--- src/rtl/hz_pkg.sv ---
// Shared types of the hazard controller.
// Assumes architectural registers are addressed with REG_AW bits and that
// register 0 is hard-wired to zero.
package hz_pkg;
    parameter int unsigned REG_AW = 5;

    // Operand source for execute and for the decode zero compare
    typedef enum logic [1:0] {
        SEL_RF    = 2'b00,
        SEL_EXMEM = 2'b01,
        SEL_MEMWB = 2'b10
    } fwd_sel_e;

    // Producer description of one older pipeline stage
    typedef struct packed {
        logic              vld;
        logic              wen;
        logic [REG_AW-1:0] rd;
    } prod_t;
endpackage

--- src/rtl/hz_src_match.sv ---
// Compares one decode source with one older producer.
// Assumes 'used' already includes decode validity; register 0 never matches.
module hz_src_match
    import hz_pkg::*;
(
    input  logic [REG_AW-1:0] src,
    input  logic              used,
    input  prod_t             prod,
    output logic              hit
);
    // Producer writes the same non-zero register the consumer reads
    assign hit = used & (|src) & prod.vld & prod.wen & (prod.rd == src);
endmodule

--- src/rtl/hz_operand_check.sv ---
// Interlock and bypass decision for one execute operand.
// hit[0]/hit[1]/hit[2] are matches against execute/memory/write-back.
// The select is the one the operand needs once this instruction sits in execute.
module hz_operand_check
    import hz_pkg::*;
#(
    parameter int unsigned NSTG = 3
) (
    input  logic [NSTG-1:0] hit,
    input  logic            ex_ld,
    input  logic            fwd_on,
    input  logic            rf_wr_first,
    output logic            hold,
    output fwd_sel_e        nxt_sel
);
    // Bypassed mode waits only on a load; otherwise wait for the write
    always_comb begin
        if (fwd_on) begin
            hold    = hit[0] & ex_ld;
            nxt_sel = hit[0] ? SEL_EXMEM : (hit[1] ? SEL_MEMWB : SEL_RF);
        end else begin
            hold    = hit[0] | hit[1] | (hit[2] & ~rf_wr_first);
            nxt_sel = SEL_RF;
        end
    end
endmodule

--- src/rtl/hz_zero_check.sv ---
// Interlock and bypass decision for the decode zero compare.
// The compare runs in decode, so an execute producer is never ready and a
// load in memory has no data yet; an ALU result in memory is on EX/MEM.
module hz_zero_check
    import hz_pkg::*;
#(
    parameter int unsigned NSTG = 3
) (
    input  logic [NSTG-1:0] hit,
    input  logic            mem_ld,
    input  logic            fwd_on,
    input  logic            rf_wr_first,
    output logic            hold,
    output fwd_sel_e        zsel
);
    // Pick the youngest ready source or hold decode
    always_comb begin
        if (fwd_on) begin
            hold = hit[0] | (hit[1] & mem_ld);
            if (hit[1] & ~mem_ld)
                zsel = SEL_EXMEM;
            else if (hit[2])
                zsel = SEL_MEMWB;
            else
                zsel = SEL_RF;
        end else begin
            hold = hit[0] | hit[1] | (hit[2] & ~rf_wr_first);
            zsel = SEL_RF;
        end
    end
endmodule

--- src/rtl/hz_flush_ctl.sv ---
// Merges interlock and redirect requests into latch controls.
// A taken execute branch squashes fetch and decode and overrides a stall;
// a decode branch redirects only when its operand is ready.
module hz_flush_ctl (
    input  logic id_valid,
    input  logic zbr,
    input  logic ztaken,
    input  logic ex_taken,
    input  logic hazard,
    output logic stall,
    output logic bubble,
    output logic flush_if,
    output logic flush_id
);
    // Flush wins over stall; bubble covers both a stall and a squashed decode
    always_comb begin
        flush_id = ex_taken;
        flush_if = ex_taken | (id_valid & zbr & ztaken & ~hazard);
        stall    = hazard & ~ex_taken;
        bubble   = hazard | ex_taken;
    end
endmodule

--- src/rtl/pipe_hazard_ctrl.sv ---
// Hazard, flush and bypass controller of a five-stage in-order pipeline.
// Assumes the register file returns a same-cycle write when bypassing is on,
// and that a zero-compare branch reads only its first source in decode.
module pipe_hazard_ctrl
    import hz_pkg::*;
(
    input  logic              clk,
    input  logic              rst_n,
    input  logic              fwd_en,
    input  logic              rf_wr_first,
    input  logic              id_valid,
    input  logic [REG_AW-1:0] id_rs1,
    input  logic [REG_AW-1:0] id_rs2,
    input  logic              id_use_rs1,
    input  logic              id_use_rs2,
    input  logic              id_zero_br,
    input  logic              id_zero_taken,
    input  logic              id_rf_we,
    input  logic              id_mem_we,
    input  logic              ex_valid,
    input  logic [REG_AW-1:0] ex_rd,
    input  logic              ex_rf_we,
    input  logic              ex_load,
    input  logic              ex_br_taken,
    input  logic              mem_valid,
    input  logic [REG_AW-1:0] mem_rd,
    input  logic              mem_rf_we,
    input  logic              mem_load,
    input  logic              wb_valid,
    input  logic [REG_AW-1:0] wb_rd,
    input  logic              wb_rf_we,
    output logic              stall_fetch,
    output logic              bubble_ex,
    output logic              flush_if,
    output logic              flush_id,
    output logic [1:0]        fwd_sel_a,
    output logic [1:0]        fwd_sel_b,
    output logic [1:0]        zcmp_sel,
    output logic              idex_rf_we,
    output logic              idex_mem_we
);
    localparam int unsigned NSTG = 3;        // execute, memory, write-back
    localparam int unsigned NOPS = 2;        // execute operands
    localparam int unsigned NSRC = NOPS + 1; // plus the zero compare
    localparam int unsigned ZIDX = NOPS;

    prod_t                  stg [NSTG];
    logic [REG_AW-1:0]      src [NSRC];
    logic [NSRC-1:0]        src_used;
    logic [NSRC*NSTG-1:0]   hit_flat;
    logic [NOPS-1:0]        op_hold;
    fwd_sel_e               op_sel [NOPS];
    fwd_sel_e               sel_q  [NOPS];
    logic                   z_hold;
    fwd_sel_e               z_sel;
    logic                   hazard;
    logic                   ex_taken;

    // Producer view of the three older stages
    assign stg[0] = '{vld: ex_valid,  wen: ex_rf_we,  rd: ex_rd};
    assign stg[1] = '{vld: mem_valid, wen: mem_rf_we, rd: mem_rd};
    assign stg[2] = '{vld: wb_valid,  wen: wb_rf_we,  rd: wb_rd};

    // Consumer view: two execute operands and the decode compare
    assign src[0]      = id_rs1;
    assign src[1]      = id_rs2;
    assign src[ZIDX]   = id_rs1;
    assign src_used[0] = id_valid & id_use_rs1 & ~id_zero_br;
    assign src_used[1] = id_valid & id_use_rs2 & ~id_zero_br;
    assign src_used[ZIDX] = id_valid & id_zero_br;

    // One comparator per consumer and producer pair
    for (genvar s = 0; s < NSRC; s++) begin : g_src
        for (genvar t = 0; t < NSTG; t++) begin : g_stg
            hz_src_match u_match (
                .src  (src[s]),
                .used (src_used[s]),
                .prod (stg[t]),
                .hit  (hit_flat[s*NSTG + t])
            );
        end
    end

    // Per-operand interlock and bypass choice
    for (genvar o = 0; o < NOPS; o++) begin : g_op
        hz_operand_check #(.NSTG(NSTG)) u_op (
            .hit         (hit_flat[o*NSTG +: NSTG]),
            .ex_ld       (ex_load),
            .fwd_on      (fwd_en),
            .rf_wr_first (rf_wr_first),
            .hold        (op_hold[o]),
            .nxt_sel     (op_sel[o])
        );
    end

    hz_zero_check #(.NSTG(NSTG)) u_zero (
        .hit         (hit_flat[ZIDX*NSTG +: NSTG]),
        .mem_ld      (mem_load),
        .fwd_on      (fwd_en),
        .rf_wr_first (rf_wr_first),
        .hold        (z_hold),
        .zsel        (z_sel)
    );

    // Any unready source holds decode
    assign hazard   = (|op_hold) | z_hold;
    assign ex_taken = ex_valid & ex_br_taken;

    hz_flush_ctl u_flush (
        .id_valid (id_valid),
        .zbr      (id_zero_br),
        .ztaken   (id_zero_taken),
        .ex_taken (ex_taken),
        .hazard   (hazard),
        .stall    (stall_fetch),
        .bubble   (bubble_ex),
        .flush_if (flush_if),
        .flush_id (flush_id)
    );

    // Decode-to-execute latch of selects and enables; bubbles carry no writes
    always_ff @(posedge clk) begin
        if (!rst_n) begin
            for (int o = 0; o < NOPS; o++) sel_q[o] <= SEL_RF;
            idex_rf_we  <= 1'b0;
            idex_mem_we <= 1'b0;
        end else begin
            for (int o = 0; o < NOPS; o++)
                sel_q[o] <= bubble_ex ? SEL_RF : op_sel[o];
            idex_rf_we  <= ~bubble_ex & id_valid & id_rf_we;
            idex_mem_we <= ~bubble_ex & id_valid & id_mem_we;
        end
    end

    assign fwd_sel_a = sel_q[0];
    assign fwd_sel_b = sel_q[1];
    assign zcmp_sel  = z_sel;
endmodule

--- config.mk ---
export PLATFORM = sky130hd
export DESIGN_NAME = pipe_hazard_ctrl
export DESIGN_NICKNAME = d
export VERILOG_FILES = /design/src/rtl/hz_pkg.sv /design/src/rtl/hz_src_match.sv /design/src/rtl/hz_operand_check.sv /design/src/rtl/hz_zero_check.sv /design/src/rtl/hz_flush_ctl.sv /design/src/rtl/pipe_hazard_ctrl.sv
export SDC_FILE = /design/constraint.sdc
export NUM_CORES = 1
export LEC_CHECK = 0
export BUFFER_PORTS_ARGS = -buffer_cell sky130_fd_sc_hd__buf_2
export CELL_PAD_IN_SITES_DETAIL_PLACEMENT = 1
export CELL_PAD_IN_SITES_GLOBAL_PLACEMENT = 2
export CORE_UTILIZATION = 19
export CTS_CLUSTER_DIAMETER = 100
export DETAILED_ROUTE_END_ITERATION = 10
export GPL_ROUTABILITY_DRIVEN = 0
export PLACE_DENSITY = 0.75
export SLEW_MARGIN = 0
export SYNTH_ARGS = -nofsm -noshare
export SYNTH_HDL_FRONTEND = slang
export SYNTH_SLANG_ARGS = --single-unit
export TNS_END_PERCENT = 1
--- constraint.sdc ---
create_clock -name clk -period 2.45 [get_ports clk]
set_input_delay 0.245 -clock clk [delete_from_list [all_inputs] [get_ports clk]]
set_output_delay 0.245 -clock clk [all_outputs]
set_load 0.01 [all_outputs]
==> results of run 1 <==
[final timing paths]
path	startpoint	endpoint	slack, ps	depth (start not counted)
setup / recovery	id_rs2[0]	flush_if	180	8
hold / removal	ex_load	sel_q[0][2]$_SDFF_PP0_	230	2
[placed cells by master (no fill, tap or decap), types with 2 or more instances in the layout]
master,count
inv_1,3
nand3b_1,2
dfxtp_1,6
nor4_1,6
nor3_1,4
buf_4,2
xnor2_1,24
nor2_1,6
buf_2,56
nand3_1,10
xor2_1,6
a21oi_1,2
and2_1,2
clkbuf_8,3
or2_2,2
nand2_1,3
nand4_1,7
[cell type report]
type | instances | area, sq um
tap | 48 | 60.1
clock buffer | 3 | 41.3
sequential | 6 | 120
inverter | 3 | 11.3
fill | 482 | 2580
timing repair buffer | 58 | 295
multi-input combinational | 90 | 632
[cells in the mapped netlist, types with 3 or more instances]
| master | number |
|---|---|
| nand2_1 | 3 |
| xor2_1 | 6 |
| nor4_1 | 6 |
| nand3_1 | 10 |
| dfxtp_1 | 6 |
| xnor2_1 | 24 |
| inv_1 | 3 |
| nor2_1 | 6 |
| nand4_1 | 7 |
| nor3_1 | 5 |
[metal layers]
layer	wire [um]	GRT usage	vias up
li1	-	-	488
met1	1380	0.187	455
met2	1590	0.276	17
met3	71	0.00694	0
met4	0	0.0408	0
met5	0	0	-
[state kept, by name (all words and copies together) (netlist names)]
signal,count
sel_q,4
idex_rf_we,1
idex_mem_we,1
[cells by family (layout without fill, tap and decap cells)]
logic type / after synthesis / count (layout) / synth area share
flops: 6 / 6 / 0.158
buf+inv: 4 / 64 / 0.0214
compound gates: 11 / 11 / 0.112
simple gates: 49 / 49 / 0.362
xor+xnor: 30 / 30 / 0.346
[power by group through the flow]
stage               clock [uW]  combinational (uW)  sequential, uW
finish                     147                 141            99.8
global route               158                 155            99.9
CTS                        150                 142            99.8
detailed placement           0                 141             101
global placement             0                 139             101
floorplan                    0                62.9             102
[through the flow]
| stage | area, sq um | cells | hold WS, ps | total power, uW |
|---|---|---|---|---|
| 5_1_grt | 1160 | 208 | 242 | 414 |
| 6_report | 1160 | 208 | 232 | 388 |
| 4_1_cts | 1150 | 208 | 234 | 392 |
| 3_3_place_gp | 1110 | 205 | 469 | 240 |
| 2_1_floorplan | 759 | 100 | 323 | 165 |
| 3_5_place_dp | 1110 | 205 | 466 | 243 |
[repair_timing]
action / 4_1_cts / 5_1_grt
gates resized for setup: 0 / 4
endpoints found under the setup margin: 0 / 3
hold buffers: 0 / 0
==> flow_summary.toml, run 1 <==
[routing]
wire_per_inst_um = 14.6
drt_iter0_markers = 19
drt_pass1_iterations = 4
viasPerCell = 4.62
via_count = 960
antenna_left = 0
wirelength_um = 3040
drc_errors = 0

[clock_network]
clk_pin_slew_worst_paths_ps = 40
post-cts-setup-buffers = 0
clk_root_buffer_cell = "clkbuf_8"
numCtsBuffers = 3
cts_tree = "done"
clk_path_buf_depth = 2
cts_htree_levels = 1
cts_sinks = 6

[placed_design]
port_buffers = 56
post-dp-hpwl_um = 2710
pre_cts_ws_ps = 38.2

[final_layout]
area_growth_pct = 52.7
final_util = 0.310
fin_nets = 207
layout-drive-gt1-share = 0.425
antenna_cells = 0

[floorplan]
die_h_um = 65.2
die_w_um = 65.2
die_area_sq_um = 4250
initial_core_util = 0.203
ioPinCount = 57
coreArea_sq_um = 3740
fp-row-count = 22

[synth]
ys.warnings.count = 0
yosysTopAreaCell = "xnor2_1"
synthArstFlopShare = 0
synth_edf_count = 0
synth.avg_cell_area_sq_um = 7.59
synth_top_area_frac = 0.277
synth_area_sq_um = 759
ys.flop_type = "dfxtp_1"
yosysSeqAreaShare = 0.158
ys_types = 28
netlist_top_cells_area = "xnor2_1 28%, dfxtp_1 16%, xor2_1 6.9%, nand3_1 6.6%, nand4_1 5.8%"
synth_fp_nets = 145
syn_inst = 100
synth-seq-cells = 6

[sta]
finalHoldViolCount = 0
worst_slew_pin_slew_ps = 436
fin_ws_ps = 181
period_needed_ps = 2270
final_max_slew_viol_count = 0
setup_viol = 0
fin_tns_setup_ps = 0
max_freq_mhz = 441
max_slew_margin = 0.707
finalCritPeriodShare = 0.926
rsz0062_at_grt = "no"

[grt]
grt_pass1_vias = 1055
grt_usage = 0.150
antenna_found_initial = 0
grt_max_degree = 8
grt_overflow = 0
grt_pass1_wl_um = 4930

[worst_setup_path]
cpMostUsedCell = "buf_2"
crit_family = "simple AND/OR/NAND/NOR gates"
timing_worst_setup_path_type = "in -> out"
worst_ep_required_time_ps = 2200
cp_slowest_stage_delay_ps = 540
crit_path_cell_trace = "buf_2 > or4_1 > o2111ai_2 > nor3_1 > a41o_1 > or2_0 > o21ai_1 > buf_2"
path_max_fanout = 4
cp.arrival_ps = 2020
path_buf_inv = 2
start_kind = "primary input"
cp-end-kind = "output pin"
crit_slowest_cell = "or4_1"

[pwr]
p_sw_frac = 0.297
p_per_area_nw_per_um2 = 335
clkPwrFrac = 0.379
power_switching_uw = 115
p_int_uw = 273
peakVddDrop_uv = 96.1
seqPwrFrac = 0.257
p_leak_uw = 0.000512
comb_power_share = 0.364

[hold_path]
hp-class = "in -> reg"

[status]
status = "finished, final reports clean"

[job]
maxCapViolations = 0
No activity file was read; power rests on OpenSTA's default activity.
==> run 2: changes to the inputs <==
--- a/config.mk
+++ b/config.mk
@@ -12,7 +12,7 @@
 export CTS_CLUSTER_DIAMETER = 100
 export DETAILED_ROUTE_END_ITERATION = 10
 export GPL_ROUTABILITY_DRIVEN = 0
-export PLACE_DENSITY = 0.75
+export PLACE_DENSITY = 0.88
 export SLEW_MARGIN = 0
 export SYNTH_ARGS = -nofsm -noshare
 export SYNTH_HDL_FRONTEND = slang
==> run 2 against run 1 <==
Net effect:
- critical path depth is the same
- maximum frequency shrank 0.84%
- count of clock-buffer cells in the layout is the same
- routed wire length shrank 6.8%
- final area shrank 0.32%
- worst setup slack lost 19 ps
- die area is the same
- flip-flop and latch count is the same
- global-route usage shrank 1.4 points
- combinational power is essentially flat
- sequential share of layout area is essentially flat
==> flow_summary.toml, run 2 (synthesized netlist as in run 1, its figures left out) <==
[final_layout]
area_growth_pct = 52.2
fin_nets = 207
antenna_cells = 0
final_common_cell = "buf_2"
layout-drive-gt1-share = 0.419
top_register = "sel_q"
largest_register_ffs = 4
layout_common_cells = "56 x buf_2, 24 x xnor2_1, 10 x nand3_1"
final_util = 0.309
top_regs = "sel_q: 4 flops, idex_mem_we: 1 flops, idex_rf_we: 1 flops"

[status]
status = "finished, final reports clean"

[sta]
max_slew_margin = 0.747
worst_slew_pin_slew_ps = 376
fin_tns_setup_ps = 0
rsz0062_at_grt = "no"
finalCritPeriodShare = 0.934
period_needed_ps = 2290
setup_viol = 0
final_max_slew_viol_count = 0
max_freq_mhz = 437
fin_ws_ps = 161
finalHoldViolCount = 0

[worst_setup_path]
cpMostUsedCell = "buf_2"
timing_worst_setup_path_type = "in -> out"
path_max_fanout = 4
worst_ep_required_time_ps = 2200
start_kind = "primary input"
crit_slowest_cell = "or4_1"
cp.arrival_ps = 2040
crit_path_cell_trace = "buf_2 > or4_1 > o2111ai_2 > nor3_1 > a41o_1 > or2_0 > o21ai_0 > buf_2"
cp-end-kind = "output pin"
cp_slowest_stage_delay_ps = 540

[grt]
grt_pass1_wl_um = 4580
grt_overflow = 0
grt_max_degree = 8
grt_pass1_vias = 1000
antenna_found_initial = 0
grt_usage = 0.136

[floorplan]
initial_core_util = 0.203
die_area_sq_um = 4250
ioPinCount = 57
coreArea_sq_um = 3740
fp-row-count = 22
die_w_um = 65.2
die_h_um = 65.2

[pwr]
peakVddDrop_uv = 116
p_leak_uw = 0.000512
p_per_area_nw_per_um2 = 330
p_total_uw = 382

[routing]
via_count = 985
wire_per_inst_um = 13.6
drt_iter0_markers = 21
antenna_left = 0
viasPerCell = 4.74
wirelength_um = 2830
drt_pass1_iterations = 4
drc_errors = 0

[clock_network]
post-cts-setup-buffers = 0
cts_tree = "done"
numCtsBuffers = 3
clk_pin_slew_worst_paths_ps = 30
clk_path_buf_depth = 2
cts_htree_levels = 1
cts_sinks = 6
clk_root_buffer_cell = "clkbuf_8"

[placed_design]
pre_cts_ws_ps = 118
port_buffers = 56
post-dp-hpwl_um = 2560

[job]
maxCapViolations = 0

[hold_path]
hp-class = "in -> reg"
==> run 2: cell counts in the layout (fill, tap and decap cells not counted) <==
Identical to the previous run, type by type.
==> run 2: stage by stage <==
step | hold slack, ps | area [sq um] | std cells
floorplan | 323 | 759 | 100
global placement | 469 | 1110 | 205
detailed placement | 470 | 1110 | 205
CTS | 245 | 1150 | 208
global route | 257 | 1160 | 208
finish | 250 | 1160 | 208
==> run 2: power by group <==
group,switching [uW],total [uW],internal (uW)
Combinational,70.3,138,67.9
Sequential,0.286,99.8,99.5
Clock,38.8,144,105
==> run 2: final timing paths <==
check,start,to,slack [ps],depth (start not counted)
min,ex_load,sel_q[0][0]$_SDFF_PP0_,250,2
max,id_rs2[0],flush_if,160,8
==> run 2: layout make-up <==
cell class	instances	area, sq um
Inverter	3	11.3
Tap cell	48	60.1
Clock buffer	3	41.3
Timing Repair Buffer	58	295
Multi-Input combinational cell	90	628
Sequential cell	6	120
Fill cell	511	2590
==> run 2: repair_timing <==
| action | 4_1_cts | 5_1_grt |
|---|---|---|
| gates resized for setup | 0 | 2 |
| endpoints found under the setup margin | 0 | 2 |
| hold buffers | 0 | 0 |
==> run 2: layer usage <==
metal / global-route usage / share of wire / wire length, um
met5: 0 / 0 / 0
met4: 0 / 0 / 0
met3: 0.0243 / 0.055 / 157
met2: 0.238 / 0.49 / 1390
met1: 0.183 / 0.45 / 1280
==> run 2: worst max-delay path, delay by kind of cell <==
family | cells | cell delay [ps]
AND/OR/NAND/NOR | 3 | 890
AO/OA/AOI/OAI | 3 | 620
buffers and inverters | 2 | 280
